### src/rtl/dma_chain_seq.sv
module dma_chain_seq #(
  parameter int AW = 32,
  parameter int CW = 10
) (
  input  logic          clk,
  input  logic          rst_n,
  input  logic          start,
  input  logic [AW-1:0] start_addr,
  input  logic          abort,
  input  logic          err_clr,
  output logic          mem_req,
  output logic [AW-1:0] mem_addr,
  input  logic          mem_rvalid,
  input  logic [31:0]   mem_rdata,
  output logic          mv_go,
  output logic [AW-1:0] mv_src,
  output logic [AW-1:0] mv_dst,
  output logic [1:0]    mv_size,
  input  logic          mv_done,
  output logic [CW:0]   remaining,
  output logic          active,
  output logic          err,
  output logic          irq_a,
  output logic          irq_b
);
  typedef enum logic [1:0] {S_IDLE, S_FETCH, S_EVAL, S_MOVE} st_t;

  st_t           st;
  logic [1:0]    widx;
  logic [31:0]   cfg;
  logic [AW-1:0] dptr, send, dend, link, src, dst;
  logic          abort_pend;

  wire          f_valid  = cfg[0];
  wire          f_reload = cfg[1];
  wire          f_ia     = cfg[2];
  wire          f_ib     = cfg[3];
  wire [1:0]    wsz      = cfg[5:4];
  wire [1:0]    sic      = cfg[7:6];
  wire [1:0]    dic      = cfg[9:8];
  wire [CW-1:0] cm1      = cfg[16 +: CW];

  wire [2:0] ssh = {1'b0, sic} - 3'd1 + {1'b0, wsz};
  wire [2:0] dsh = {1'b0, dic} - 3'd1 + {1'b0, wsz};

  wire [AW-1:0] sstep = (sic == 2'd0) ? '0 : (AW'(1) << ssh);
  wire [AW-1:0] dstep = (dic == 2'd0) ? '0 : (AW'(1) << dsh);
  wire [AW-1:0] sspan = (sic == 2'd0) ? '0 : (AW'(cm1) << ssh);
  wire [AW-1:0] dspan = (dic == 2'd0) ? '0 : (AW'(cm1) << dsh);

  wire misalign = (wsz == 2'd3) ||
                  (wsz == 2'd1 && (send[0] || dend[0])) ||
                  (wsz == 2'd2 && ((|send[1:0]) || (|dend[1:0])));

  assign mem_req  = (st == S_FETCH);
  assign mem_addr = dptr + {{(AW-4){1'b0}}, widx, 2'b00};
  assign mv_go    = (st == S_MOVE);
  assign mv_src   = src;
  assign mv_dst   = dst;
  assign mv_size  = wsz;
  assign active   = (st != S_IDLE);

  always_ff @(posedge clk) begin
    if (!rst_n) begin
      st <= S_IDLE; widx <= '0; cfg <= '0; dptr <= '0;
      send <= '0; dend <= '0; link <= '0; src <= '0; dst <= '0;
      remaining <= '0; err <= 1'b0; irq_a <= 1'b0; irq_b <= 1'b0;
      abort_pend <= 1'b0;
    end else begin
      irq_a <= 1'b0;
      irq_b <= 1'b0;
      if (err_clr) err <= 1'b0;
      unique case (st)
        S_IDLE: if (start && !abort) begin
          dptr <= start_addr; widx <= '0; st <= S_FETCH;
        end
        S_FETCH: if (abort) st <= S_IDLE;
        else if (mem_rvalid) begin
          unique case (widx)
            2'd0: cfg  <= mem_rdata;
            2'd1: send <= AW'(mem_rdata);
            2'd2: dend <= AW'(mem_rdata);
            default: link <= AW'(mem_rdata);
          endcase
          widx <= widx + 2'd1;
          if (widx == 2'd3) st <= S_EVAL;
        end
        S_EVAL: if (abort || !f_valid) begin
          st <= S_IDLE; remaining <= '0;
        end else if (misalign) begin
          st <= S_IDLE; remaining <= '0; err <= 1'b1;
        end else begin
          src <= send - sspan; dst <= dend - dspan;
          remaining <= {1'b0, cm1} + 1'b1;
          abort_pend <= 1'b0;
          st <= S_MOVE;
        end
        default: begin
          if (abort) abort_pend <= 1'b1;
          if (mv_done) begin
            src <= src + sstep; dst <= dst + dstep;
            remaining <= remaining - 1'b1;
            if (abort || abort_pend) begin
              abort_pend <= 1'b0; st <= S_IDLE;
            end else if (remaining == 1) begin
              irq_a <= f_ia; irq_b <= f_ib;
              if (f_reload) begin
                dptr <= link; widx <= '0; st <= S_FETCH;
              end else st <= S_IDLE;
            end
          end
        end
      endcase
    end
  end
endmodule

### config.mk
export PLATFORM = sky130hd
export DESIGN_NAME = dma_chain_seq
export DESIGN_NICKNAME = d
export VERILOG_FILES = /design/src/rtl/dma_chain_seq.sv
export SDC_FILE = /design/constraint.sdc
export NUM_CORES = 1
export LEC_CHECK = 0
export ABC_AREA = 1
export CAP_MARGIN = 20
export CORE_ASPECT_RATIO = 0.5
export CORE_UTILIZATION = 35
export CTS_BUF_LIST = sky130_fd_sc_hd__clkbuf_8
export CTS_CLUSTER_DIAMETER = 40
export DETAILED_ROUTE_END_ITERATION = 7
export GPL_TIMING_DRIVEN = 0
export PLACE_DENSITY = 0.63
export SLEW_MARGIN = 30
export SYNTH_ARGS = -nofsm -noshare
export SYNTH_HDL_FRONTEND = slang
export SYNTH_SLANG_ARGS = --single-unit
### constraint.sdc
create_clock -name clk -period 6.93 [get_ports clk]
set_clock_uncertainty 0.1 [all_clocks]
set_input_delay 1.0395 -clock clk [delete_from_list [all_inputs] [get_ports clk]]
set_output_delay 1.0395 -clock clk [all_outputs]
set_load 0.02 [all_outputs]
After elaboration in Yosys (flattened, before gate mapping). Index checks and enable logic that the tools add are counted.

Input bits: 71. Memories kept: 0. Word-level logic and storage cells: 149. Memory bits (writable): 0. Bits in latches: 0. ROM bits: 0. Register bits after elaboration: 237.

Multipliers: 0. Equality and inequality tests: 19. Shift operators: 4. Bitwise logic cells: 8. Reduce and logical (&&, ||, !) cells: 41. Div/mod/pow operators: 0. Magnitude comparators: 0. $add $sub $neg: 12. Muxes and demuxes: 51.

Operator list (count): $mux W32 (15); $pmux W32 S2 (3); $add A32 B32 Y32 (2); $shl A1 B3 Y32 const A (2); $shl A10 B3 Y32 (2); $sub A32 B32 Y32 (2); $mux W11 (3); $add A32 B4 Y32 (1); $mux W2 (16); $pmux W11 S2 (1); $reduce_and A4 Y1 (5); $eq A2 B2 Y1 const B (6); $pmux W2 S3 (2); $add A10 B1 Y11 const B (1); $eq A11 B1 Y1 const B (1); $sub A11 B1 Y11 const B (1); $mux W1 (10); $reduce_bool A2 Y1 (5); $ne A3 B2 Y1 const B (3); $reduce_bool A3 Y1 (3); $logic_not A2 Y1 (4); $ne A2 B2 Y1 const B (4); $not A1 Y1 (8); $reduce_and A8 Y1 (1); 18 further kinds (34).

Longest topological paths before layout.
Depth in word-level cells: 8. Mapped depth: 24.

Least setup slack after synthesis. OpenSTA, ideal clock, no wires.

Kind: register to output. Start: register widx[0]. End: output mem_addr[30]. Required time: 5.790 ns. Cell stages (with the launch flop): 15. Arrival: 2.265 ns. Path slack: 3.526 ns. Buffers on the path: 0. Cell sequence: dfxtp_1 -> ha_1 -> inv_1 -> fa_1 -> inv_1 -> nand3_2 -> nor2_4 -> nand2_2 -> nor2_4 -> nand2_2 -> nor2_4 -> nand2_4 -> nor2_4 -> nand3_2 -> xnor2_1.

Word-level cells in the longest chain between the ends: 1.

RTL lines: start: declaration (line 29) `logic [1:0] widx;`; start signal: assignment (line 85) `widx <= widx + 2'd1;`; $add A32 B4 Y32 (line 56) `assign mem_addr = dptr + {{(AW-4){1'b0}}, widx, 2'b00};`; end: declaration (line 12) `output logic [AW-1:0] mem_addr,`.

No other way between the ends.

Worst setup path in the final report.
Start: register widx[0]. End: output mem_addr[26].

The elaborated chain is that of the path after synthesis.

==> flow_metrics.env <==
export IMPL_grtUsageMet2_pct=42.9
export IMPL_worstPathArrival_ps=3520
export IMPL_grt_usage_pct=28.8
export IMPL_worstSetupStartpointType="flip-flop"
export IMPL_seqPwrFrac_pct=28.0
export IMPL_crit_buf_inv=3
export IMPL_cpLargestDelayFamily="simple AND/OR/NAND/NOR gates"
export IMPL_start_util_pct=35.5
export IMPL_grt_busiest_layer="met2"
export IMPL_gp_congestion=0.980
export IMPL_pwr_share_clk_pct=20.4
export IMPL_chipHeight_um=156
export IMPL_cts_buffer_depth=3
export IMPL_via_count=19276
export IMPL_n_fill_cell=5111
export IMPL_powerDensity_mw_per_mm2=359
export IMPL_synth_async_reset_ratio_pct=0
export IMPL_num_io_pins=186
export IMPL_swShare_pct=48.1
export IMPL_setup_violations=0
export IMPL_drtIter0Drc=2200
export IMPL_post_route_min_period_ps=4660
export IMPL_utilization_pct=43.1
export IMPL_synth_edf_count=0
export IMPL_wl_um=71600
export IMPL_end_kind="output pin"
export IMPL_ys_warn_count=0
export IMPL_fp_row_count=56
export IMPL_synth_seq_area_share_pct=27.8
export IMPL_critPathMaxStageDelay_ps=620
export IMPL_grt_max_degree=12
export IMPL_finalCritPeriodShare_pct=67.2
export IMPL_use_met3_pct=5.54
export IMPL_leakage_uw=0.00918
export IMPL_cts_hold_buf=0
export IMPL_hold_slack_ps=356
export IMPL_critPathRequiredTime_ps=5790
export IMPL_hold_violations=0
export IMPL_grt_setup_unrepaired="false"
export IMPL_drt_pass1_iterations=5
export IMPL_ir_drop_mv=0.169
export IMPL_cts_sinks=231
export IMPL_cp_max_fo=5
export IMPL_synth_area_mm2=0.0166
export IMPL_cts_setup_buffers=0
export IMPL_cts_tree="built"
export IMPL_io_buffers=184
export IMPL_max_slew_worst_pin_slew_ps=1050
export IMPL_postRouteAntennaNets=0
export IMPL_grt_pass1_wl_um=105000
export IMPL_critical_path_cell_chain="ha_1 > inv_1 > fa_1 > inv_1 > nand3_2 > nor2_4 > nand2_2 > nor2_4 > nand2_2 > nor2_4 > nand2_4 > nor2_4 > nand2_1 > xor2_1 > clkdlybuf4s50_1"
export IMPL_wire_per_inst_um=19.6
export IMPL_seqCellArea_mm2=0.00462
export IMPL_drive_above_1_share_pct=4.46
export IMPL_root_buffer="clkbuf_8"
export IMPL_viasPerCell=5.29
export IMPL_area_growth_pct=21.3
export IMPL_max_cap_viol_count=0
export IMPL_final_setup_tns_ps=0
export IMPL_p_switching_uw=3490
export IMPL_slowest_stage="clkdlybuf4s50_1"
export IMPL_p_comb_share_pct=51.7
export IMPL_finalNetCount=3128
export IMPL_multi_input_area_mm2=0.0102
export IMPL_clk_latency_ps=590
export IMPL_die_x_um=310
export IMPL_hp_class="flip-flop to flip-flop"
export IMPL_post_dp_hpwl_um=56900
export IMPL_ctsResizeCount=0
export IMPL_grtUsageMet1_pct=42.0
export IMPL_internal_power_uw=3760
export IMPL_die_area_mm2=0.0485
export IMPL_grt_pass1_vias=17071
export IMPL_max_slew_margin_pct=30.0
export IMPL_cts_max_level=2
export IMPL_coreArea_mm2=0.0469
export IMPL_crit_type="flip-flop to output pin"
export IMPL_crit_top_cell="nor2_4"
export IMPL_antenna_found_initial=6
export IMPL_drc=0
export IMPL_synth_nets=2900
export IMPL_yosys_most_used_dff="dfxtp_1"
export IMPL_grt_overflow_total=0
export IMPL_outcome="completed"
export IMPL_avgSynthCellArea_um2=6.05
export IMPL_cts_made_buffers=42
export IMPL_synth_seq_cells=231
export IMPL_yosys_cell_types_count=47
export IMPL_clk_pin_slew_ps=60
export IMPL_finalMaxSlewViolations=0
export IMPL_max_freq_ghz=0.215
export IMPL_syn_inst=2750
## cell usage in the layout (no fill, tap or decap), drive strengths merged, types with 2 or more instances in the layout
master	netlist	layout
o21ai	272	272
fa	5	5
and2	2	2
ha	74	74
o211ai	6	6
nor3b	4	4
a21oi	184	184
nand2	697	697
o21a	3	3
xor2	38	38
clkinv	2	4
nand3	215	215
nor4	8	8
xnor2	12	12
dfxtp	231	231
or2	6	6
clkinvlp	0	2
a22oi	19	19
nor3	41	41
a22o	6	6
inv	350	360
nand4	34	34
diode	0	2
clkdlybuf4s50	0	184
nor2	356	356
o22ai	4	4
clkbuf	66	115
a31oi	47	47
mux2i	6	6
nand3b	5	5
a221oi	3	3
o21bai	5	5
a21o	3	3
bufinv	0	5
buf	44	44
## logic make-up (layout without fill, tap and decap cells)
logic type                 count (synthesis)  in the layout  share of synthesized area, %
xor gates and xnor gates                  50             50                          2.63
DFF                                      231            231                          27.8
other                                      0              2                             0
adders and majority gates                 79             79                          6.16
muxes                                      6              6                         0.361
and+or+nand+nor                         1369           1369                          34.3
AOI/OAI and AO/OA                        553            553                          17.8
buffers and inverters                    462            714                          11.0
## power by group through the flow
stage | Clock, uW | Combinational, uW | Sequential [uW]
after CTS | 1490 | 3690 | 2020
after global placement | 0 | 3650 | 2040
final | 1480 | 3750 | 2030
after detailed placement | 0 | 3670 | 2050
after global routing | 1550 | 4080 | 2060
after floorplan | 0 | 2140 | 2080
## per-layer routing
| metal | vias up | share of wire (%) |
|---|---|---|
| met3 | 121 | 10 |
| met1 | 8884 | 46 |
| met5 | - | 0.049 |
| li1 | 9397 | - |
| met4 | 6 | 2.6 |
| met2 | 868 | 41 |
## state kept, by name, indices dropped and copies added, names as in the netlist, 2 cells and up
signal	cells
st	2
link	32
cfg	20
widx	2
dptr	32
mv_dst	32
remaining	11
mv_src	32
send	32
dend	32
## worst paths after layout
path	from	end	slack, ps	depth (start not counted)
worst max-delay path	widx[0]	mem_addr[26]	2270	15
worst min-delay path	cfg[3]	cfg[3]	360	2
worst max register to register	cfg[5]	mv_dst[17]	2450	22
worst min register to register	cfg[3]	cfg[3]	360	2
## Yosys cell counts, types with 3 or more instances
cell type	number	area (um^2)
o21ai_0	270	1350
or2_2	6	37.5
xor2_1	38	333
nor2_4	4	45.0
buf_4	10	75.1
nand3b_1	5	37.5
inv_1	342	1280
nor2_1	347	1300
a31oi_1	47	294
nand2_1	693	2600
buf_2	24	120
o21bai_1	5	37.5
o22ai_1	4	25.0
fa_1	5	100
a221oi_1	3	26.3
nor2_2	4	25.0
o21a_1	3	22.5
a22o_1	6	52.6
a21oi_1	184	921
clkbuf_1	64	240
nor3b_1	4	30.0
ha_1	74	926
xnor2_1	12	105
a22oi_1	19	143
nand2_2	3	18.8
buf_6	3	33.8
nand4_1	34	213
nor3_1	41	205
a21o_1	3	22.5
nor4_1	7	43.8
o211ai_1	6	45.0
mux2i_1	6	60.1
nand3_1	213	1070
dfxtp_1	231	4620
inv_2	8	30.0
buf_1	7	26.3
## through the flow
step / total power [uW] / area [um^2] / worst slack [ps] / instances
after detailed placement: 5720 / 19300 / 2570 / 3572
after global placement: 5690 / 19300 / 2580 / 3572
after global routing: 7690 / 20200 / 2040 / 3640
after CTS: 7190 / 20200 / 2220 / 3640
final: 7250 / 20200 / 2270 / 3642
after floorplan: 4220 / 16600 / 3530 / 2750
## area by class of cell
| class | instances | area share (%) |
|---|---|---|
| flip-flops and latches | 231 | 22.9 |
| repair buffers | 184 | 9.12 |
| diodes | 2 | 0.0248 |
| clock buffers | 49 | 3.34 |
| multi-input cells | 2057 | 50.5 |
| clock inverters | 19 | 1.11 |
| inverters | 352 | 6.54 |
| well taps | 638 | 3.95 |
| plain buffers | 110 | 2.53 |
## worst reg2reg max path, cell delays in order (launching register included)
cell	delay, ps
dfxtp_1	360
inv_1	120
ha_1	300
inv_1	40
ha_1	190
xnor2_1	560
inv_1	230
nor2_1	250
buf_2	260
a22oi_1	120
ha_1	440
nand2_1	100
nor2_1	140
inv_1	90
nor2_1	100
nand2_1	60
nand3_1	220
nand2_1	160
nand3_1	100
nand2_1	50
nor2_1	280
nor2_1	70
nor2_1	80
No activity file was read; power rests on OpenSTA's default activity.
